## src/rtl/shf_pkg.sv

```systemverilog
package shf_pkg;

  typedef enum logic [1:0] {
    SH_LSL = 2'b00,
    SH_LSR = 2'b01,
    SH_ASR = 2'b10,
    SH_ROR = 2'b11
  } shf_mode_e;

  typedef enum logic [1:0] {
    FILL_ZERO = 2'd0,
    FILL_SIGN = 2'd1,
    FILL_WRAP = 2'd2
  } shf_fill_e;

  // What the vacated positions take in each mode.
  function automatic shf_fill_e fill_for(input shf_mode_e m);
    case (m)
      SH_ASR:  return FILL_SIGN;
      SH_ROR:  return FILL_WRAP;
      default: return FILL_ZERO;
    endcase
  endfunction

  // The left shift runs on the right-moving cascade between two mirrors.
  function automatic logic needs_mirror(input shf_mode_e m);
    return (m == SH_LSL);
  endfunction

endpackage

```

## src/rtl/shf_mirror.sv

```systemverilog
module shf_mirror #(
  parameter int W = 32
) (
  input  logic         en,
  input  logic [W-1:0] din,
  output logic [W-1:0] dout
);
  for (genvar i = 0; i < W; i++) begin : g_bit
    assign dout[i] = en ? din[W-1-i] : din[i];
  end
endmodule

```

## src/rtl/shf_stage.sv

```systemverilog
module shf_stage
  import shf_pkg::*;
#(
  parameter int W    = 32,
  parameter int DIST = 1
) (
  input  logic         en,
  input  shf_fill_e    fill,
  input  logic         sign,
  input  logic [W-1:0] din,
  output logic [W-1:0] dout
);
  logic [W-1:0] moved;

  for (genvar i = 0; i < W; i++) begin : g_bit
    if (i + DIST < W) begin : g_inner
      assign moved[i] = din[i+DIST];
    end else begin : g_edge
      assign moved[i] = (fill == FILL_WRAP) ? din[i+DIST-W] :
                        (fill == FILL_SIGN) ? sign : 1'b0;
    end
  end

  assign dout = en ? moved : din;
endmodule

```

## src/rtl/shf_clamp.sv

```systemverilog
module shf_clamp
  import shf_pkg::*;
#(
  parameter int W = 32
) (
  input  logic         over,
  input  shf_fill_e    fill,
  input  logic         sign,
  input  logic [W-1:0] din,
  output logic [W-1:0] dout
);
  logic         clamp_en;
  logic [W-1:0] flood;

  assign clamp_en = over && (fill != FILL_WRAP);
  assign flood    = {W{(fill == FILL_SIGN) && sign}};
  assign dout     = clamp_en ? flood : din;
endmodule

```

## src/rtl/log_shifter.sv

```systemverilog
module log_shifter
  import shf_pkg::*;
#(
  parameter int W     = 32,
  parameter int LOG_W = $clog2(W),
  parameter int AMT_W = LOG_W + 1
) (
  input  logic [W-1:0]     din,
  input  logic [AMT_W-1:0] amt,
  input  logic [1:0]       mode,
  output logic [W-1:0]     dout
);
  shf_mode_e    mode_e;
  shf_fill_e    fill;
  logic         mirror_en;
  logic         sign;
  logic         over_range;
  logic [W-1:0] front;
  logic [W-1:0] back;
  logic [W-1:0] lvl [LOG_W+1];

  assign mode_e     = shf_mode_e'(mode);
  assign fill       = fill_for(mode_e);
  assign mirror_en  = needs_mirror(mode_e);
  assign sign       = din[W-1];
  assign over_range = |amt[AMT_W-1:LOG_W];

  shf_mirror #(.W(W)) u_in_mirror (
    .en(mirror_en), .din(din), .dout(front)
  );

  assign lvl[0] = front;

  for (genvar s = 0; s < LOG_W; s++) begin : g_lvl
    shf_stage #(.W(W), .DIST(1 << s)) u_stage (
      .en(amt[s]), .fill(fill), .sign(sign),
      .din(lvl[s]), .dout(lvl[s+1])
    );
  end

  shf_mirror #(.W(W)) u_out_mirror (
    .en(mirror_en), .din(lvl[LOG_W]), .dout(back)
  );

  shf_clamp #(.W(W)) u_clamp (
    .over(over_range), .fill(fill), .sign(sign),
    .din(back), .dout(dout)
  );
endmodule

```

## config.mk

```make
export PLATFORM = sky130hd
export DESIGN_NAME = log_shifter
export DESIGN_NICKNAME = d
export VERILOG_FILES = /design/src/rtl/shf_pkg.sv /design/src/rtl/shf_mirror.sv /design/src/rtl/shf_stage.sv /design/src/rtl/shf_clamp.sv /design/src/rtl/log_shifter.sv
export SDC_FILE = /design/constraint.sdc
export NUM_CORES = 1
export LEC_CHECK = 0
export BUFFER_PORTS_ARGS = -buffer_cell sky130_fd_sc_hd__buf_2
export CAP_MARGIN = 20
export CORE_UTILIZATION = 30
export DETAILED_ROUTE_END_ITERATION = 7
export GPL_TIMING_DRIVEN = 0
export PLACE_DENSITY = 0.59
export REMOVE_ABC_BUFFERS = 1
export SLEW_MARGIN = 30
export SYNTH_ARGS = -nofsm -noshare
export SYNTH_HDL_FRONTEND = slang
export SYNTH_SLANG_ARGS = --single-unit
```

## constraint.sdc

```tcl
create_clock -name vclk -period 2.8
set_input_delay 0.14 -clock vclk [all_inputs]
set_output_delay 0.14 -clock vclk [all_outputs]
set_load 0.005 [all_outputs]
```

# == Word level (Yosys, flattened, before mapping) ==
# Index checks and enable logic that the tools add are counted.
# word_totals
latchBits,0
rom_bits,0
n_memories,0
ram_bits,0
wordCells,111
reg_bits,0
in_bits,40
# classes
shifts,0
n_bitwise,0
div_mod_pow,0
mul,0
order_cmp,0
eq_ne,5
reduce_logical,3
add_sub_neg,0
n_mux,103
# op_table
op,count
two-way mux 32 bit,6
two-way mux 1 bit,96
"equality test 2 bit, second input constant",3
one-hot mux 2 bit (2 select lines),1
"equality test 2 x 1 -> 1 bit, second input constant",1
logical AND 1 bit,2
logical NOT 2 bit,1
"inequality test 2 bit, second input constant",1

# == Depth between registers and ports, before layout ==
# depth
word_depth,16
mapped_depth,10
depth_no_buf,7

# == Modules after synthesis ==
# From an unflattened synthesis, not the netlist that was laid out.
# unflattened
cells_unflattened,350
hier_area_um2,4062.6
# modules_own_cells
module,instances,cells_per_inst,area_each_um2
shf_mirror,2,36,544.3
shf_stage at g_lvl[2].u_stage,1,46,575.6
shf_stage at g_lvl[0].u_stage,1,39,550.5
shf_stage at g_lvl[1].u_stage,1,41,540.5
shf_stage at g_lvl[4].u_stage,1,59,519.2
shf_stage at g_lvl[3].u_stage,1,48,445.4
shf_clamp,1,42,326.6
log_shifter,1,3,16.3

# == Worst setup path before layout ==
# No wires, ideal clock.
# synth_path
path_kind,input -> output
from,input port mode[0]
to,output port dout[0]
t_arrival_ps,2451
stages,9
path_slack_ps,209
path_cell_list,buf_6 -> nor2_2 -> buf_4 -> mux4_2 -> o32ai_1 -> nor3_1 -> a221oi_1 -> nor2_1 -> a221o_1
# synth_between
elab_chain_len,12
word_cells_on_any_way,54
classes_between,5 x eq/ne; 46 x mux; 3 x reduce/logical
# synth_rtl
element,line_no,text
start: declaration,log_shifter.sv:10,"input logic [1:0] mode,"
equality test 2 bit,shf_pkg.sv:18,case (m)
one-hot mux 2 bit (2 select lines),shf_pkg.sv:18,
equality test 2 x 1 -> 1 bit,"shf_stage.sv:20, shf_clamp.sv:16",
two-way mux 1 bit,shf_stage.sv:20,(fill == FILL_SIGN) ? sign : 1'b0;
two-way mux 1 bit,shf_stage.sv:19,assign moved[i] = (fill == FILL_WRAP) ? din[i+DIST-W] :
two-way mux 32 bit (5 in series),shf_stage.sv:24,assign dout = en ? moved : din;
two-way mux 1 bit,shf_mirror.sv:9,assign dout[i] = en ? din[W-1-i] : din[i];
two-way mux 32 bit (*),shf_clamp.sv:17,assign dout = clamp_en ? flood : din;
end: declaration,log_shifter.sv:11,output logic [W-1:0] dout
# Mark *: on every way between the ends. The rest lies on a longest branch, timed or not.

# == Worst setup path after layout ==
# layout_path
from,input port mode[1]
to,output port dout[29]
# The elaborated chain is that of the path after synthesis.

==> impl_metrics.ini <==
[synth]
synth.cell_area_um2 = 3234
synthesis.instances = 423
yosys.area.top_type_share_pct = 20.89
synth.cells.most_frequent = 44 x sky130_fd_sc_hd__nand2_1, 37 x sky130_fd_sc_hd__a22oi_1, 36 x sky130_fd_sc_hd__clkbuf_1
synth.top_cells.by_area = sky130_fd_sc_hd__mux4_2 21%, sky130_fd_sc_hd__a22oi_1 8.6%, sky130_fd_sc_hd__nand2_1 5.1%
netlist-cell-type-count = 65
synth_area_leader = sky130_fd_sc_hd__mux4_2
synth.yosys.seq_area_share_pct = 0
syn_area_per_cell_um2 = 7.646
synthMostInstantiatedCell = sky130_fd_sc_hd__nand2_1
synthesis.yosys.warnings = 0

[sta]
worst_slew_pin_slew_ps = 960.3
fmax_mhz = 354.7
setup_total_negative_slack_ps = -19.35
unrepaired_setup_endpoints_after_global_routing = true
final.setup.worst_slack_ps = -19.35
max-slew-margin-rel_pct = 35.91
final-hold-violation-count = 0
final_min_period_over_clock_period_pct = 100.7
final_max_slew_viol_count = 0
final.min_clock_period_ps = 2819
timing.final.setup_violations = 1

[critical_path]
endpoint_kind_of_the_worst_setup_timing_path = output port
path_max_fanout = 8
wp_data_required_ps = 2660
crit_type = primary input to output port
cp-start-kind = primary input
critPathArrivalTime_ps = 2680

[die]
io_count = 72
core.rowCount = 37
fp.dieW_um = 105.8
dieArea_um2 = 11200
coreArea_um2 = 10370
initial_core_util_pct = 31.19
die-height_um = 105.8

[route]
routed_len_inst_um = 23.08
via_per_inst = 7.032
dr.first_iter.drc_count = 617
drtPass1Iterations = 5
route.antenna.remaining_nets = 0
total_wirelength_of_the_detailed_routed_design_um = 14220
drt_drc_violations_left = 0
routed-via-count = 4332

[finish]
nNetsFinal = 522
sequential_cell_area_um2 = 0
final_core_util_pct = 40.52
syn_to_final_growth_pct = 29.90
sequential_cell_total = 0
total_of_fill_cells_in_the_finished_design = 1060
area_occupied_by_multi_input_gates_um2 = 3278
clock_buffer_count_in_the_final_layout = 0
layout-drive-gt1-share_pct = 41.04
insertedDiodeCount = 0
final_cell_area_um2 = 4202

[global_route]
grt_pass1_vias = 3903
largest_net_degree_at_the_start_of_global_routing = 32
wire_length_of_the_first_global_routing_pass_um = 22050
met2_usage_pct = 38.47
globalRouteTotalUtil_pct = 24.35
grt.overflow.total = 0
antenna_found_initial = 0
gr-usage-met3_pct = 2.288
gr-usage-met1_pct = 35.32
globalRoute.busiestLayer = met2

[status]
violations_in_the_final_reports = setup timing
status = complete, but fails checks

[place]
placed_area_um2 = 3606
finalWeightedCongestion = 0.9644
dpl_worst_slack_ps = -598.4
port_buffers = 72
hpwlAfterDp_um = 10220

[pwr]
vdd_drop_max_uv = 94.81
clock_share_of_power_pct = 0
cellInternalPower_w = 0.0004210
design_power_total_w = 0.0009784
share_seq_of_total_power_pct = 0
power.density_nw_per_um2 = 232.9
total_leakage_power_nw = 1.611
power_switching_share_pct = 56.96
p_sw_w = 0.0005573
power.share.combinational_pct = 100.0

[clock_network]
post_cts_hold_buffer_count = 0

[worst_hold_path]
hold_path.class = primary input to output port

[flow_run]
maxCapViolCount = 0
[stage by stage]
step | hold WS [ps] | instances
floorplan | 404.6 | 379
CTS | 887.3 | 603
global route | 935.9 | 616
global placement | 910.4 | 587
detailed placement | 886.6 | 588
finish | 888.0 | 616
[power by group through the flow]
stage	Clock (W)	Sequential, W	Combinational (W)
5_1_grt	0	0	0.00105
2_1_floorplan	0	0	0.000520
4_1_cts	0	0	0.000873
3_3_place_gp	0	0	0.000813
3_5_place_dp	0	0	0.000826
6_report	0	0	0.000978
[layer usage]
| layer | vias to the layer above | wire length, um |
|---|---|---|
| li1 | 1902 | - |
| met1 | 2102 | 6197 |
| met2 | 293 | 6344 |
| met3 | 35 | 1300 |
| met4 | 0 | 374 |
| met5 | - | 0 |
[timing repair]
action | in CTS | in global routing
gates cloned | 3 | 2
resized for setup | 18 | 54
endpoints found under the setup margin | 32 | 31
pin swaps | 4 | 13
setup buffers | 12 | 11
[placed cells by master (no fill, tap or decap), types with 7 or more instances in the layout]
| cell | netlist | layout |
|---|---|---|
| sky130_fd_sc_hd__nor2_1 | 35 | 30 |
| sky130_fd_sc_hd__nand3_1 | 19 | 18 |
| sky130_fd_sc_hd__mux2_2 | 8 | 8 |
| sky130_fd_sc_hd__nand2_1 | 44 | 33 |
| sky130_fd_sc_hd__mux4_2 | 30 | 31 |
| sky130_fd_sc_hd__a22oi_2 | 0 | 10 |
| sky130_fd_sc_hd__a221oi_1 | 13 | 8 |
| sky130_fd_sc_hd__mux2i_1 | 8 | 8 |
| sky130_fd_sc_hd__o21ai_0 | 13 | 12 |
| sky130_fd_sc_hd__a22oi_1 | 37 | 27 |
| sky130_fd_sc_hd__a31oi_1 | 7 | 7 |
| sky130_fd_sc_hd__nand2_2 | 0 | 11 |
| sky130_fd_sc_hd__o22ai_1 | 12 | 11 |
| sky130_fd_sc_hd__a221o_1 | 12 | 12 |
| sky130_fd_sc_hd__a21oi_1 | 24 | 19 |
| sky130_fd_sc_hd__buf_4 | 1 | 18 |
| sky130_fd_sc_hd__buf_2 | 2 | 68 |
[cell type report]
class	count	share of cell area (%)
inverter	5	0.6254
timing repair inverter	1	0.1787
timing repair buffer	99	17.12
tap	136	4.050
multi-input combinational	375	78.02
[logic make-up (layout without fill, tap and decap cells)]
logic type,count (synthesis),after routing,share of synthesized area [%]
muxes,52,52,31.03
AOI/OAI and AO/OA,182,182,41.70
buffers and inverters,49,105,6.847
and+or+nand+nor,140,141,20.43
[final timing paths]
check,startpoint,end,slack [ps],cells after the start
worst max-delay path,mode[1],dout[29],-20,9
worst min-delay path,amt[5],dout[2],890,5
[critical path, cell delays in order]
cell	delay [ps]
sky130_fd_sc_hd__buf_12	110
sky130_fd_sc_hd__nor2_4	210
sky130_fd_sc_hd__clkbuf_16	210
sky130_fd_sc_hd__mux4_2	540
sky130_fd_sc_hd__mux4_2	560
sky130_fd_sc_hd__mux4_2	530
sky130_fd_sc_hd__a21oi_2	130
sky130_fd_sc_hd__o31ai_1	80
sky130_fd_sc_hd__buf_2	160
No activity file was read; power rests on OpenSTA's default activity.
